$ cat src/rtl/div_pkg.sv
package div_pkg;
  typedef enum logic [1:0] {
    ST_IDLE = 2'd0,
    ST_RUN  = 2'd1,
    ST_DONE = 2'd2
  } div_state_e;
endpackage

$ cat src/rtl/div_ctrl.sv
module div_ctrl
  import div_pkg::*;
#(
  parameter int N = 6
) (
  input  logic       clk,
  input  logic       rst_n,
  input  logic       in_valid,
  input  logic       out_ready,
  output div_state_e state,
  output logic       load,
  output logic       step
);
  localparam int CW = $clog2(N + 1) + 1;
  localparam logic [CW-1:0] LAST = CW'(N);

  logic [CW-1:0] iter_q;

  assign load = (state == ST_IDLE) && in_valid;
  assign step = (state == ST_RUN);

  always_ff @(posedge clk) begin
    if (!rst_n) begin
      state  <= ST_IDLE;
      iter_q <= '0;
    end else begin
      case (state)
        ST_IDLE: if (in_valid) begin
          state  <= ST_RUN;
          iter_q <= '0;
        end
        ST_RUN: begin
          iter_q <= iter_q + 1'b1;
          if (iter_q == LAST) state <= ST_DONE;
        end
        ST_DONE: if (out_ready) state <= ST_IDLE;
        default: state <= ST_IDLE;
      endcase
    end
  end
endmodule

$ cat src/rtl/div_step.sv
module div_step #(
  parameter int N = 6
) (
  input  logic [2*N-1:0] rem_in,
  input  logic [2*N-1:0] dvs_in,
  output logic [2*N-1:0] rem_out,
  output logic           q_bit
);
  localparam int W = 2 * N;

  logic [W:0] trial;

  // One extra bit so the borrow, not bit W-1, decides the sign.
  assign trial   = {1'b0, rem_in} - {1'b0, dvs_in};
  assign q_bit   = ~trial[W];
  assign rem_out = q_bit ? trial[W-1:0] : rem_in;
endmodule

$ cat src/rtl/div_datapath.sv
module div_datapath #(
  parameter int N = 6
) (
  input  logic         clk,
  input  logic         rst_n,
  input  logic         load,
  input  logic         step,
  input  logic [N-1:0] dividend,
  input  logic [N-1:0] divisor,
  output logic [N-1:0] quotient,
  output logic [N-1:0] remainder,
  output logic         div_by_zero
);
  localparam int W = 2 * N;

  logic [W-1:0] rem_q, dvs_q, rem_nx;
  logic [N-1:0] quo_q;
  logic         zero_q, q_bit;

  div_step #(.N(N)) u_step (
    .rem_in (rem_q),
    .dvs_in (dvs_q),
    .rem_out(rem_nx),
    .q_bit  (q_bit)
  );

  always_ff @(posedge clk) begin
    if (!rst_n) begin
      rem_q  <= '0;
      dvs_q  <= '0;
      quo_q  <= '0;
      zero_q <= 1'b0;
    end else if (load) begin
      rem_q  <= {{N{1'b0}}, dividend};
      dvs_q  <= {divisor, {N{1'b0}}};
      quo_q  <= '0;
      zero_q <= (divisor == '0);
    end else if (step) begin
      rem_q <= rem_nx;
      dvs_q <= dvs_q >> 1;
      quo_q <= {quo_q[N-2:0], q_bit};
    end
  end

  assign quotient    = quo_q;
  assign remainder   = rem_q[N-1:0];
  assign div_by_zero = zero_q;
endmodule

$ cat src/rtl/restoring_divider.sv
module restoring_divider
  import div_pkg::*;
#(
  parameter int N = 6
) (
  input  logic         clk,
  input  logic         rst_n,
  input  logic         in_valid,
  output logic         in_ready,
  input  logic [N-1:0] dividend,
  input  logic [N-1:0] divisor,
  output logic         out_valid,
  input  logic         out_ready,
  output logic [N-1:0] quotient,
  output logic [N-1:0] remainder,
  output logic         div_by_zero
);
  div_state_e state;
  logic       load, step;

  div_ctrl #(.N(N)) u_ctrl (
    .clk      (clk),
    .rst_n    (rst_n),
    .in_valid (in_valid),
    .out_ready(out_ready),
    .state    (state),
    .load     (load),
    .step     (step)
  );

  div_datapath #(.N(N)) u_dp (
    .clk        (clk),
    .rst_n      (rst_n),
    .load       (load),
    .step       (step),
    .dividend   (dividend),
    .divisor    (divisor),
    .quotient   (quotient),
    .remainder  (remainder),
    .div_by_zero(div_by_zero)
  );

  assign in_ready  = (state == ST_IDLE);
  assign out_valid = (state == ST_DONE);
endmodule

$ cat config.mk
export PLATFORM = sky130hd
export DESIGN_NAME = restoring_divider
export DESIGN_NICKNAME = d
export VERILOG_FILES = /design/src/rtl/div_pkg.sv /design/src/rtl/div_ctrl.sv /design/src/rtl/div_step.sv /design/src/rtl/div_datapath.sv /design/src/rtl/restoring_divider.sv
export SDC_FILE = /design/constraint.sdc
export NUM_CORES = 1
export LEC_CHECK = 0
export CELL_PAD_IN_SITES_DETAIL_PLACEMENT = 1
export CELL_PAD_IN_SITES_GLOBAL_PLACEMENT = 2
export CORE_UTILIZATION = 37
export CTS_CLUSTER_SIZE = 8
export DETAILED_ROUTE_END_ITERATION = 8
export GPL_TIMING_DRIVEN = 1
export PLACE_DENSITY_LB_ADDON = 0.08
export SYNTH_ARGS = -nofsm -noshare
export SYNTH_HDL_FRONTEND = slang
export SYNTH_HIERARCHICAL = 1
export SYNTH_SLANG_ARGS = --single-unit
$ cat constraint.sdc
create_clock -name clk -period 5.5 [get_ports clk]
set_clock_uncertainty 0.2 [all_clocks]
set_input_delay 0.55 -clock clk [delete_from_list [all_inputs] [get_ports clk]]
set_output_delay 0.55 -clock clk [all_outputs]
set_load 0.03 [all_outputs]
## Word level (Yosys, flattened, before mapping)

Cells that the tools add are included.
W data, S select, Z words.

- Bits of input ports: 16
- Logic and storage cells: 40
- Flip-flop bits (word level): 37

- Multiplexer cells: 11
- Reductions and logical operators: 10
- Equality and inequality tests: 7
- Bitwise operators: 2
- $add $sub $neg: 2

Operators with widths:

| kind | number |
|---|---|
| $mux W12 | 2 |
| $mux W6 | 3 |
| $sub A12 B12 Y13 | 1 |
| $pmux W4 S2 | 1 |
| $logic_not A6 Y1 | 1 |
| $mux W2 | 3 |
| $pmux W2 S3 | 1 |
| $reduce_and A2 Y1 | 3 |
| $add A4 B1 Y4 const B | 1 |
| $eq A4 B3 Y1 const B | 1 |
| $mux W4 | 1 |
| $ne A2 B1 Y1 const B | 2 |
| $ne A2 B2 Y1 const B | 2 |
| $reduce_bool A2 Y1 | 2 |
| $reduce_and A3 Y1 | 1 |
| $eq A2 B1 Y1 const B | 1 |
| $eq A2 B2 Y1 const B | 1 |
| $logic_not A2 Y1 | 1 |
| $not A1 Y1 | 2 |
| $reduce_or A2 Y1 | 1 |
| $logic_and A1 B1 Y1 | 1 |

## Logic depth before layout (Yosys ltp)

Gate-level depths: netlist (run 1).

- Depth in word-level cells: 4
- Gate-level depth with buffers: 12
- Depth with buffers taken out: 11

## Hierarchy

Netlist (run 1), hierarchy kept.

By module, submodules not included:

| module | area an instance (µm²) | seq. area each (µm²) | cells each | times used |
|---|---|---|---|---|
| div_datapath | 1322.5 | 620.6 | 121 | 1 |
| div_step | 768.2 | 0.0 | 108 | 1 |
| div_ctrl | 302.8 | 120.1 | 34 | 1 |
| restoring_divider | 17.5 | 0.0 | 2 | 1 |

## Worst setup path before layout (run 1)

No wires, ideal clock.

- Path kind: register to register
- Start: register u_dp.rem_q[0]
- End: register u_dp.rem_q[3]
- Required time: 5184 ps
- Path buffers: 0
- Setup slack: 2689 ps
- Arrival: 2494 ps
- Stages on the path, launching flop included: 12
- Cell sequence: dfxtp_1 > inv_1 > ha_1 > fa_1 > nor2b_4 > o31a_1 > o31a_1 > o21bai_4 > and2_4 > mux2_2 > mux2_2 > o211a_1

- Word-level cells in the longest chain between the ends: 4

RTL lines:

| item | line | text |
|---|---|---|
| from (decl) | div_datapath.sv:16 | `logic [W-1:0] rem_q, dvs_q, rem_nx;` |
| from (signal assigned) | div_datapath.sv:34 | `rem_q <= {{N{1'b0}}, dividend};` |
| from (signal assigned) | div_datapath.sv:39 | `rem_q <= rem_nx;` |
| $sub A12 B12 Y13 | div_step.sv:14 | `assign trial = {1'b0, rem_in} - {1'b0, dvs_in};` |
| $mux W6 | div_step.sv:16 | `assign rem_out = q_bit ? trial[W-1:0] : rem_in;` |
| net u_dp.rem_nx[3] | div_datapath.sv:16 |  |
| $mux W6 | div_datapath.sv:38 | `end else if (step) begin` |
| $mux W6 | div_datapath.sv:33 | `end else if (load) begin` |

The timed path passes the listed nets, and every way through them passes these cells. The select of a mux whose other input is x is not followed.
A chain may end at the register's enable or synchronous reset.

## Worst setup path in the final report (run 1)

- Start: register u_dp.dvs_q[9]
- End: register u_dp.rem_q[4]

- Word-level cells in the longest chain between the ends: 3

RTL lines:

| item | line | text |
|---|---|---|
| from (decl) | div_datapath.sv:16 |  |
| from (signal assigned) | div_datapath.sv:35 | `dvs_q <= {divisor, {N{1'b0}}};` |
| from (signal assigned) | div_datapath.sv:40 | `dvs_q <= dvs_q >> 1;` |
| $sub A12 B12 Y13 | div_step.sv:14 |  |
| $ne A2 B2 Y1 (no line) | -- |  |
| $reduce_and A2 Y1 (no line) | -- |  |

No other way between the ends.

==> results of run 1 <==
## state kept, by name, summed over array words and instances (netlist names)
register,flops
u_dp/dvs_q,12
u_dp/rem_q,12
u_dp/quotient,6
u_ctrl/iter_q,4
u_ctrl/state,2
u_dp/div_by_zero,1
## per-stage QoR
step | util (%) | hold WS [ns] | area (um2) | cells
after floorplan | - | 0.2525 | 2411 | 265
after global placement | 42.91 | 0.2789 | 2709 | 356
after detailed placement | 42.91 | 0.2857 | 2709 | 356
after CTS | 44.21 | 0.3112 | 2791 | 364
after global routing | 44.21 | 0.3447 | 2791 | 364
final | 44.21 | 0.3023 | 2791 | 364
## cell usage in the layout (no fill, tap or decap), types with 8 or more instances in the layout
master	netlist	final
sky130_fd_sc_hd__nor2_1	28	28
sky130_fd_sc_hd__clkdlybuf4s50_1	0	30
sky130_fd_sc_hd__nand3_1	9	9
sky130_fd_sc_hd__o211a_1	11	11
sky130_fd_sc_hd__ha_1	14	14
sky130_fd_sc_hd__o21ai_0	8	8
sky130_fd_sc_hd__mux2_2	13	13
sky130_fd_sc_hd__dfxtp_1	37	37
sky130_fd_sc_hd__nand2b_1	15	15
sky130_fd_sc_hd__inv_1	18	18
sky130_fd_sc_hd__mux2i_1	19	19
## worst max-delay path, delay by kind of cell, from the launching register on
family          cells  cell delay, ns
flops               1            0.36
mux                 2            0.62
compound gates      4            1.38
buf+inv             1            0.05
fa+ha+maj           1            0.39
simple gates        1            0.40
## final cells by class
class	instances	area [um2]	area share [%]
Multi-Input combinational cell	192	1489	53.34
Tap cell	77	96.34	3.451
Sequential cell	37	740.7	26.54
Clock inverter	2	10.01	0.3586
Clock buffer	6	72.57	2.600
Inverter	18	67.56	2.420
Timing Repair Buffer	32	315.3	11.30
## report_power, final
part           internal, mW  switching, mW
sequential            0.281         0.0132
combinational         0.117          0.130
clock                0.0879         0.0986
## metal layers
metal	part of all wire (%)	GRT usage, %
met5	0	0
met4	1.2	6.207
met3	2.5	2.747
met2	48	29.10
met1	48	22.86
## cells by family (layout without fill, tap and decap cells)
kind of cell | after synthesis | count (layout) | synth area share, %
buf+inv | 36 | 58 | 7.524
simple gates | 79 | 79 | 17.59
flops | 37 | 37 | 30.72
mux | 33 | 33 | 14.58
xor+xnor | 4 | 4 | 1.453
compound gates | 61 | 61 | 20.03
fa+ha+maj | 15 | 15 | 8.096
## worst paths after layout
path	to	slack, ns	depth (start not counted)
min reg2reg	u_dp/quotient[5]	0.30	2
max	u_dp/rem_q[4]	2.00	9
max reg2reg	u_dp/rem_q[4]	2.00	9
min	u_dp/quotient[5]	0.30	2
==> impl_summary.txt, run 1 <==
----------------------------------------------------
[Setup path]
  Reg-to-reg startpoint ... u_dp/dvs_q[9]
  Critical path origin ... u_dp/dvs_q[9]
  Class of the most critical setup path ... reg2reg
  Slowest library cell on the worst path ... sky130_fd_sc_hd__a21oi_1
  CP max FO ... 12
  Type of element capturing the critical path ... register
  Critical path's largest stage delay ... 0.79 ns
  Startpoint Class ... register
  Worst path cell trace ... inv_1 -> ha_1 -> a21o_1 -> a21o_1 -> a21oi_1 -> and2_4 -> mux2_2 -> mux2_2 -> o211a_1
  WP data required ... 5.48 ns
  Arr. time, crit path ... 3.48 ns

[Finish]
  Layout cells sized above 1 ... 10.45%
  Diodes inserted ... 0
  Total of fill cells in the finished design ... 753
  Area Overhead vs Synth ... 15.78%
  Number of nets in the layout ... 317

[Yosys]
  Count of mapped cells out of synthesis ... 265
  Leading register cell type out of synthesis ... sky130_fd_sc_hd__dfxtp_1
  Total nets after synthesis ... 296
  Mean Syn Cell Area ... 9.098 um2
  Area share of the largest cell type after synthesis ... 30.72%
  Synthesized flop and latch total ... 37
  Ranking of synthesized cells by instance count ... 37 x sky130_fd_sc_hd__dfxtp_1, 28 x sky130_fd_sc_hd__nor2_1, 19 x sky130_fd_sc_hd__mux2i_1
  Cell taking the most area after synthesis ... sky130_fd_sc_hd__dfxtp_1
  Most used standard cell by instance count after synthesis ... sky130_fd_sc_hd__dfxtp_1
  Leading cell types by total area after synthesis ... sky130_fd_sc_hd__dfxtp_1 31%, sky130_fd_sc_hd__mux2i_1 7.9%, sky130_fd_sc_hd__ha_1 7.3%
  EDFF count, synth ... 0
  Share of async-settable or async-resettable flops after synthesis ... 0%
  Netlist area before placement ... 2411 um2
  Number of library cell types mapped by synthesis ... 48
  Share of the yosys chip area belonging to registers ... 30.72%
  Number of warnings issued by yosys ... 6

[Placed design]
  Number of buffers inserted by port buffering ... 30
  Final RePlAce weighted congestion ... 0.7210
  Placed wire-length estimate after detailed placement ... 4.105 mm
  Worst setup timing slack at the placement stage ... 1.934 ns

[Detailed routing]
  Vias ... 1,946
  Avg WL per Cell ... 15.18 um
  Post-detailed-route DRC marker count ... 0
  Count of TritonRoute iterations in the first routing pass ... 4
  Count of nets left with antenna violations after detail routing ... 0
  Iter 0 DRT Violations ... 84
  Vias per cell ... 5.346
  Total length of routed wires ... 5.526 mm

[Clock network]
  Post-cts hold buffer count ... 0
  H-tree levels ... 2
  Post-CTS setup buffer count ... 0
  Clock Sink Count ... 37
  Clock-pin slew of the registers on the worst-case setup and hold paths ... 0.07 ns
  Total clock buffers created by CTS ... 5
  TritonCTS clock tree ... built
  Number of instances resized during post-cts repair ... 0
  Root buf cell ... sky130_fd_sc_hd__clkbuf_8
  Clock insertion delay at the later pin of the skew report ... 0.29 ns
  Bufs on Longest Clock Path ... 2

[Floorplan]
  Die height ... 82.73 um
  Effective utilization at floorplan ... 38.19%
  Core Rows ... 29
  IO Count ... 31
  Std-Cell Core Area ... 6314 um2
  Total Die Area ... 6843 um2
  Horiz. Die Dim ... 82.73 um

[Timing]
  Maximum achievable frequency ... 0.2858 GHz
  Final hold viol count ... 0
  Total count of max-transition violations in the final report ... 0
  Final WS setup ... 2.001 ns
  Final period utilization ... 63.62%
  Worst slew margin ... 32.58%
  Final TNS setup ... 0 ns
  Setup repair after global routing missed its margin ... no
  Actual slew at the worst max-slew pin ... 1.011 ns
  Final setup viols ... 0
  Final Critical Period ... 3.499 ns

[Power]
  Overall power of the completed layout ... 727.4 uW
  Largest vdd supply drop ... 121.3 uV
  Leakage power figure ... 1.237 nW
  Pwr dens ... 260.6 nW/um2

[Global route]
  Via count of the first global-routing pass ... 1,837
  First-pass GRT wire length ... 8.935 mm
  Maximum number of pins on one net before global-route repair ... 28
  Total Routing Usage GR ... 17.54%
  Antenna violations before repair ... 0
  Gr ovfl total ... 0

[Flow run]
  Number of maximum-capacitance constraint violations ... 0

[Min path]
  Startpoint of the worst hold path ... u_dp/quotient[5]
  Hold crit path type ... reg2reg

[Outcome]
  Run status ... finished clean

----------------------------------------------------
(Power assumes the default switching activity.)
==> run 2: changes to the inputs <==
--- a/config.mk
+++ b/config.mk
@@ -7,7 +7,7 @@
 export LEC_CHECK = 0
 export CELL_PAD_IN_SITES_DETAIL_PLACEMENT = 1
 export CELL_PAD_IN_SITES_GLOBAL_PLACEMENT = 2
-export CORE_UTILIZATION = 37
+export CORE_UTILIZATION = 31
 export CTS_CLUSTER_SIZE = 8
 export DETAILED_ROUTE_END_ITERATION = 8
 export GPL_TIMING_DRIVEN = 1
==> constraint.sdc (replaced) <==
create_clock -name clk -period 2.9 [get_ports clk]
set_clock_uncertainty 0.2 [all_clocks]
set_input_delay 0.29 -clock clk [delete_from_list [all_inputs] [get_ports clk]]
set_output_delay 0.29 -clock clk [all_outputs]
set_load 0.03 [all_outputs]
==> run 2 against run 1 <==
Largest cell class unchanged. Core utilization fell by 3.1 points. Critical path depth rose by 2. Register-to-register slack got worse by 1.9 ns. Clock power rose by 99%. Hold slack improved by 0.0022 ns. Maximum frequency rose by 24%. Largest power group is now combinational cells. Total power rose by 100%. Sequential power rose by 88%.
==> impl_summary.txt, run 2 (synthesized netlist as in run 1, its figures left out) <==
----------------------------------------------------
[Setup path]
  Reg-to-reg startpoint ... u_dp/rem_q[0] (was u_dp/dvs_q[9])
  Slowest library cell on the worst path ... sky130_fd_sc_hd__dfxtp_2 (was sky130_fd_sc_hd__a21oi_1)
  Worst reg2reg path endpoint ... u_dp/rem_q[3] (was u_dp/rem_q[4])
  Path depth of the worst reg2reg path ... 11 (was 9)
  Class of the most critical setup path ... reg2reg (unchanged)
  Minimum setup slack among reg-to-reg paths ... 0.09 ns (was 2.00 ns)
  Worst path cell trace ... inv_2 -> ha_4 -> fa_2 -> nor2b_4 -> o31a_1 -> o31a_1 -> o21bai_4 -> and2_4 -> mux2_4 -> mux2_2 -> o211a_1 (was inv_1 -> ha_1 -> a21o_1 -> a21o_1 -> a21oi_1 -> and2_4 -> mux2_2 -> mux2_2 -> o211a_1)
  Critical path's largest stage delay ... 0.33 ns (was 0.79 ns)
  Arr. time, crit path ... 2.80 ns (was 3.48 ns)
  Type of element capturing the critical path ... register (unchanged)
  WP data required ... 2.89 ns (was 5.48 ns)
  Critical path origin ... u_dp/rem_q[0] (was u_dp/dvs_q[9])
  Critical path's most frequent cell ... sky130_fd_sc_hd__o31a_1
  Startpoint Class ... register (unchanged)
  CP max FO ... 4 (was 12)

[Clock network]
  Clock Sink Count ... 37 (unchanged)
  Clock insertion delay at the later pin of the skew report ... 0.29 ns (about the same)
  TritonCTS clock tree ... built (unchanged)
  Bufs on Longest Clock Path ... 2 (unchanged)
  Total clock buffers created by CTS ... 5 (unchanged)
  H-tree levels ... 2 (unchanged)
  Clock-pin slew of the registers on the worst-case setup and hold paths ... 0.07 ns (about the same)
  Post-cts hold buffer count ... 0 (unchanged)
  Root buf cell ... sky130_fd_sc_hd__clkbuf_8 (unchanged)

[Timing]
  Final setup viols ... 0 (unchanged)
  Worst slew margin ... 40.36% (was 32.58%)
  Final period utilization ... 96.99% (was 63.62%)
  Final WS setup ... 0.08731 ns (was 2.001 ns)
  Setup repair after global routing missed its margin ... yes (was no)
  Total count of max-transition violations in the final report ... 0 (unchanged)
  Final hold viol count ... 0 (unchanged)
  Maximum achievable frequency ... 0.3555 GHz (was 0.2858 GHz)
  Final Critical Period ... 2.813 ns (was 3.499 ns)
  Actual slew at the worst max-slew pin ... 0.8936 ns (was 1.011 ns)

[Placed design]
  Placed wire-length estimate after detailed placement ... 4.547 mm (was 4.105 mm)
  Number of buffers inserted by port buffering ... 30 (unchanged)
  Worst setup timing slack at the placement stage ... 0.08498 ns (was 1.934 ns)
  Number of instances in the placed design ... 397 (was 356)
  Final RePlAce weighted congestion ... 0.7618 (was 0.7210)

[Finish]
  Area Overhead vs Synth ... 25.53% (was 15.78%)
  Number of nets in the layout ... 339 (was 317)
  Post-Layout Cell Count ... 407 (was 364)
  Total of fill cells in the finished design ... 869 (was 753)
  Most common cell after layout, fill and taps aside ... sky130_fd_sc_hd__dfxtp_1 (unchanged)
  Multi-input gate area in the final layout ... 1511 um2 (was 1489 um2)
  Layout cells sized above 1 ... 18.51% (was 10.45%)
  Area used by sequential logic in the layout ... 744.5 um2 (was 740.7 um2)
  Layout Utilization ... 41.07% (was 44.21%)
  Most frequent cells in the layout ... 34 x sky130_fd_sc_hd__dfxtp_1, 30 x sky130_fd_sc_hd__clkdlybuf4s50_1, 28 x sky130_fd_sc_hd__nor2_1, 23 x sky130_fd_sc_hd__buf_4, 19 x sky130_fd_sc_hd__mux2i_1 (was 37 x sky130_fd_sc_hd__dfxtp_1, 30 x sky130_fd_sc_hd__clkdlybuf4s50_1, 28 x sky130_fd_sc_hd__nor2_1, 19 x sky130_fd_sc_hd__mux2i_1, 18 x sky130_fd_sc_hd__inv_1)
  Diodes inserted ... 0 (unchanged)

[Detailed routing]
  Total length of routed wires ... 6.122 mm (was 5.526 mm)
  Avg WL per Cell ... 15.04 um (was 15.18 um)
  Count of TritonRoute iterations in the first routing pass ... 4 (unchanged)
  Iter 0 DRT Violations ... 35 (was 84)
  Vias per cell ... 4.885 (was 5.346)
  Count of nets left with antenna violations after detail routing ... 0 (unchanged)
  Vias ... 1,988 (was 1,946)
  Post-detailed-route DRC marker count ... 0 (unchanged)

[Floorplan]
  Effective utilization at floorplan ... 32.72% (was 38.19%)
  IO Count ... 31 (unchanged)
  Total Die Area ... 8134 um2 (was 6843 um2)
  Std-Cell Core Area ... 7370 um2 (was 6314 um2)
  Die height ... 90.19 um (was 82.73 um)
  Horiz. Die Dim ... 90.19 um (was 82.73 um)
  Core Rows ... 31 (was 29)

[Min path]
  Hold crit path type ... reg2reg (unchanged)
  Worst hold path endpoint ... u_dp/quotient[5] (unchanged)
  Startpoint of the worst hold path ... u_dp/quotient[5] (unchanged)
  Number of cells traversed by the worst hold path ... 2 (unchanged)

[Global route]
  Antenna violations before repair ... 0 (unchanged)
  Maximum number of pins on one net before global-route repair ... 27 (was 28)
  Via count of the first global-routing pass ... 2,139 (was 1,837)
  Total Routing Usage GR ... 16.00% (was 17.54%)
  Gr ovfl total ... 0 (unchanged)
  First-pass GRT wire length ... 10.45 mm (was 8.935 mm)

[Power]
  Largest vdd supply drop ... 212.1 uV (was 121.3 uV)
  Pwr dens ... 489.9 nW/um2 (was 260.6 nW/um2)
  Leakage power figure ... 1.355 nW (was 1.237 nW)
  Overall power of the completed layout ... 1.483 mW (was 727.4 uW)

[Outcome]
  Run status ... finished clean (unchanged)

[Flow run]
  Number of maximum-capacitance constraint violations ... 0 (unchanged)

----------------------------------------------------
## run 2: cell count changes in the layout (fill, tap and decap cells not counted), moves of 2 or more
cell / previous run / this run
sky130_fd_sc_hd__mux2_2: 13 / 11
sky130_fd_sc_hd__clkinv_2: 2 / 0
sky130_fd_sc_hd__dfxtp_2: 0 / 3
sky130_fd_sc_hd__buf_4: 2 / 23
sky130_fd_sc_hd__mux2_4: 1 / 3
sky130_fd_sc_hd__dfxtp_1: 37 / 34
## run 2: what timing repair did
action | CTS | global route
endpoints found under the setup margin | 0 | 5
gates resized for setup | 0 | 9
hold endpoints to repair | 0 | 0
buffers inserted | 0 | 3
## run 2: power breakdown
| group | switching, mW | leakage [nW] | total (mW) | internal [mW] |
|---|---|---|---|---|
| clock | 0.183 | 0.0443 | 0.372 | 0.189 |
| sequential | 0.0219 | 0.303 | 0.554 | 0.533 |
| combinational | 0.273 | 1.01 | 0.556 | 0.283 |
| total | 0.478 | 1.36 | 1.48 | 1.00 |
## run 2: area by class of cell
type                       instances  share of cell area (%)
multi-input combinational        192                   49.94
sequential                        37                   24.60
timing repair buffer              54                   16.29
tap                               99                   4.093
clock buffer                       7                   2.852
inverter                          18                   2.232
## run 2: how the worst max path moves through the flow
stage | to | slack [ns] | cells after the start
final | u_dp/rem_q[3] | 0.09 | 11
after global routing | u_dp/rem_q[5] | -0.02 | 12
after CTS | u_dp/rem_q[3] | 0.07 | 11
after detailed placement | u_dp/rem_q[3] | 0.08 | 11
after global placement | u_dp/rem_q[3] | 0.15 | 11
after floorplan | u_dp/rem_q[4] | 0.09 | 11
## run 2: worst max-delay path: cells and delay by family (launching register included)
kind | cells | cell delay (ns)
AOI/OAI and AO/OA | 4 | 0.97
adders and majority gates | 2 | 0.36
buffers and inverters | 1 | 0.06
DFF | 1 | 0.33
muxes | 2 | 0.56
and+or+nand+nor | 2 | 0.23
## run 2: per-layer routing
| layer | routed length (um) | share of wire (%) | vias up | global-route usage, % |
|---|---|---|---|---|
| met1 | 3007 | 49 | 939 | 20.76 |
| met4 | 78 | 1.3 | 0 | 4.839 |
| met5 | 0 | 0 | - | 0 |
| met3 | 145 | 2.4 | 6 | 3.130 |
| met2 | 2891 | 47 | 20 | 26.72 |
| li1 | - | - | 1023 | - |
## run 2: stage by stage
stage	instance area [um2]	setup TNS, ns	hold WS [ns]
floorplan	2411	0	0.1885
detailed placement	2892	0	0.2882
CTS	2978	0	0.3083
finish	3027	0	0.3045
global placement	2892	0	0.2704
global route	3027	-0.03872	0.3283
==> run 3: changes to the inputs <==
--- a/config.mk
+++ b/config.mk
@@ -7,9 +7,10 @@
 export LEC_CHECK = 0
 export CELL_PAD_IN_SITES_DETAIL_PLACEMENT = 1
 export CELL_PAD_IN_SITES_GLOBAL_PLACEMENT = 2
-export CORE_UTILIZATION = 31
+export CORE_UTILIZATION = 35
 export CTS_CLUSTER_SIZE = 8
 export DETAILED_ROUTE_END_ITERATION = 8
+export DONT_BUFFER_PORTS = 1
 export GPL_TIMING_DRIVEN = 1
 export PLACE_DENSITY_LB_ADDON = 0.08
 export SYNTH_ARGS = -nofsm -noshare
==> run 3 against run 2 <==
Critical path depth unchanged. Maximum frequency fell by 0.75%. Die area decreased by 11%. Routed wire length down 2.9%. Sequential share of layout area increased by 2.4 points. Total power is 4.2% higher. First-iteration DRC count is 89% higher. Worst setup slack worse by 0.021 ns. Clock power is 23% higher. Non-clock buffer count fell by 29. Critical path type unchanged. Largest cell class unchanged. Highest routed layer unchanged.
==> impl_summary.txt, run 3 (synthesized netlist as in run 1, its figures left out) <==
----------------------------------------------------
[Outcome]
  Run status ... finished clean (unchanged)

[Power]
  Pwr dens ... 560.0 nW/um2 (was 489.9 nW/um2)
  Leakage power figure ... 1.262 nW (was 1.355 nW)
  Largest vdd supply drop ... 284.3 uV (was 212.1 uV)

[Clock network]
  Clock Sink Count ... 37 (unchanged)
  TritonCTS clock tree ... built (unchanged)
  Root buf cell ... sky130_fd_sc_hd__clkbuf_8 (unchanged)
  H-tree levels ... 2 (unchanged)
  Clock insertion delay at the later pin of the skew report ... 0.29 ns (about the same)
  Clock-pin slew of the registers on the worst-case setup and hold paths ... 0.08 ns (was 0.07 ns)
  Bufs on Longest Clock Path ... 2 (unchanged)
  Total clock buffers created by CTS ... 5 (unchanged)

[Placed design]
  Number of buffers inserted by port buffering ... 0 (was 30)
  Worst setup timing slack at the placement stage ... 0.04124 ns (was 0.08498 ns)
  Final RePlAce weighted congestion ... 0.7521 (was 0.7618)
  Placed wire-length estimate after detailed placement ... 4.257 mm (was 4.547 mm)

[Finish]
  Number of nets in the layout ... 310 (was 339)
  Most frequent cells in the layout ... 34 x sky130_fd_sc_hd__dfxtp_1, 28 x sky130_fd_sc_hd__nor2_1, 19 x sky130_fd_sc_hd__buf_4, 19 x sky130_fd_sc_hd__mux2i_1, 17 x sky130_fd_sc_hd__inv_1 (was 34 x sky130_fd_sc_hd__dfxtp_1, 30 x sky130_fd_sc_hd__clkdlybuf4s50_1, 28 x sky130_fd_sc_hd__nor2_1, 23 x sky130_fd_sc_hd__buf_4, 19 x sky130_fd_sc_hd__mux2i_1)
  Area Overhead vs Synth ... 14.37% (was 25.53%)
  Diodes inserted ... 0 (unchanged)
  Most common cell after layout, fill and taps aside ... sky130_fd_sc_hd__dfxtp_1 (unchanged)
  Layout cells sized above 1 ... 20.00% (was 18.51%)

[Min path]
  Hold crit path type ... in2reg (was reg2reg)

[Detailed routing]
  Count of nets left with antenna violations after detail routing ... 0 (unchanged)
  Vias per cell ... 5.398 (was 4.885)
  Count of TritonRoute iterations in the first routing pass ... 4 (unchanged)
  Post-detailed-route DRC marker count ... 0 (unchanged)
  Iter 0 DRT Violations ... 66 (was 35)
  Total length of routed wires ... 5.944 mm (was 6.122 mm)
  Vias ... 1,927 (was 1,988)
  Avg WL per Cell ... 16.65 um (was 15.04 um)

[Timing]
  Final WS setup ... 0.06595 ns (was 0.08731 ns)
  Maximum achievable frequency ... 0.3529 GHz (was 0.3555 GHz)
  Actual slew at the worst max-slew pin ... 0.7938 ns (was 0.8936 ns)
  Final period utilization ... 97.73% (was 96.99%)
  Final TNS setup ... 0 ns (unchanged)
  Final hold viol count ... 0 (unchanged)
  Total count of max-transition violations in the final report ... 0 (unchanged)
  Setup repair after global routing missed its margin ... yes (unchanged)
  Final setup viols ... 0 (unchanged)
  Final Critical Period ... 2.834 ns (was 2.813 ns)
  Worst slew margin ... 46.91% (was 40.36%)

[Global route]
  Total Routing Usage GR ... 18.22% (was 16.00%)
  First-pass GRT wire length ... 10.21 mm (was 10.45 mm)
  Via count of the first global-routing pass ... 2,075 (was 2,139)
  Maximum number of pins on one net before global-route repair ... 27 (unchanged)
  Antenna violations before repair ... 0 (unchanged)
  Gr ovfl total ... 0 (unchanged)

[Setup path]
  Critical path's most frequent cell ... sky130_fd_sc_hd__o31a_1 (unchanged)
  Worst path cell trace ... inv_2 -> ha_4 -> fa_2 -> nor2b_4 -> o31a_1 -> o31a_1 -> o21bai_4 -> and2_4 -> mux2_4 -> mux2_2 -> o211a_1 (unchanged)
  Startpoint Class ... register (unchanged)
  Slowest library cell on the worst path ... sky130_fd_sc_hd__dfxtp_2 (unchanged)
  Type of element capturing the critical path ... register (unchanged)
  Largest delay contributor family on the critical path ... compound AO/OA/AOI/OAI gates (unchanged)
  CP max FO ... 4 (unchanged)
  WP data required ... 2.89 ns (about the same)
  CP Buf/Inv Count ... 1 (unchanged)
  Critical path's largest stage delay ... 0.33 ns (about the same)
  Arr. time, crit path ... 2.83 ns (was 2.80 ns)
  Class of the most critical setup path ... reg2reg (unchanged)

[Flow run]
  Number of maximum-capacitance constraint violations ... 0 (unchanged)

[Floorplan]
  Horiz. Die Dim ... 85 um (was 90.19 um)
  Std-Cell Core Area ... 6495 um2 (was 7370 um2)
  Die height ... 85 um (was 90.19 um)
  Effective utilization at floorplan ... 37.12% (was 32.72%)
  Core Rows ... 29 (was 31)
  IO Count ... 31 (unchanged)
  Total Die Area ... 7225 um2 (was 8134 um2)

----------------------------------------------------
==> run 3: routing by layer <==
| metal | global-route usage, % | vias up | share of wire, % | wire [um] |
|---|---|---|---|---|
| met5 | 0 | - | 0 | 0 |
| met4 | 7.704 | 0 | 1.9 | 111 |
| met3 | 3.891 | 6 | 3.3 | 194 |
| met2 | 29.84 | 28 | 45 | 2656 |
| met1 | 23.18 | 928 | 50 | 2981 |
| li1 | - | 965 | - | - |
==> run 3: timing repair <==
action / CTS / global route
hold buffers: 4 / 0
endpoints found under the hold margin: 19 / 0
setup buffers: 0 / 3
resized for setup: 0 / 11
endpoints found under the setup margin: 0 / 4
==> run 3: final timing paths <==
| check | start | depth (start not counted) | end | slack [ns] |
|---|---|---|---|---|
| max | u_dp/rem_q[0] | 11 | u_dp/rem_q[3] | 0.07 |
| min | dividend[1] | 2 | u_dp/rem_q[1] | 0.03 |
| max reg2reg | u_dp/rem_q[0] | 11 | u_dp/rem_q[3] | 0.07 |
| min reg2reg | u_ctrl/iter_q[3] | 2 | u_ctrl/iter_q[3] | 0.29 |
==> run 3: power breakdown <==
group	switching (mW)	total, mW	internal, mW	leakage, nW
registers	0.0221	0.554	0.532	0.303
clock network	0.200	0.458	0.258	0.0554
logic	0.273	0.532	0.259	0.904
==> run 3: area by class of cell <==
class                           instances  area (um2)
Tap cell                               77       96.34
Fill cell                             762        3737
Timing Repair Buffer                   25       214.0
Sequential cell                        37       744.5
Multi-Input combinational cell        192        1524
Clock buffer                            6       72.57
Clock inverter                          2       38.79
Inverter                               18       67.56
==> run 3: per-stage QoR <==
step                      util (%)  cells  total power [mW]  instance area, um2  hold WS (ns)
after floorplan                  -    265            0.9412                2411        0.1885
after global placement       39.13    342             1.054                2541        0.1967
after detailed placement     39.13    342             1.057                2541        0.1955
after CTS                    41.46    354             1.539                2693       0.01343
after global routing         42.46    357             1.647                2758       0.01963
final                        42.46    357             1.544                2758       0.02556
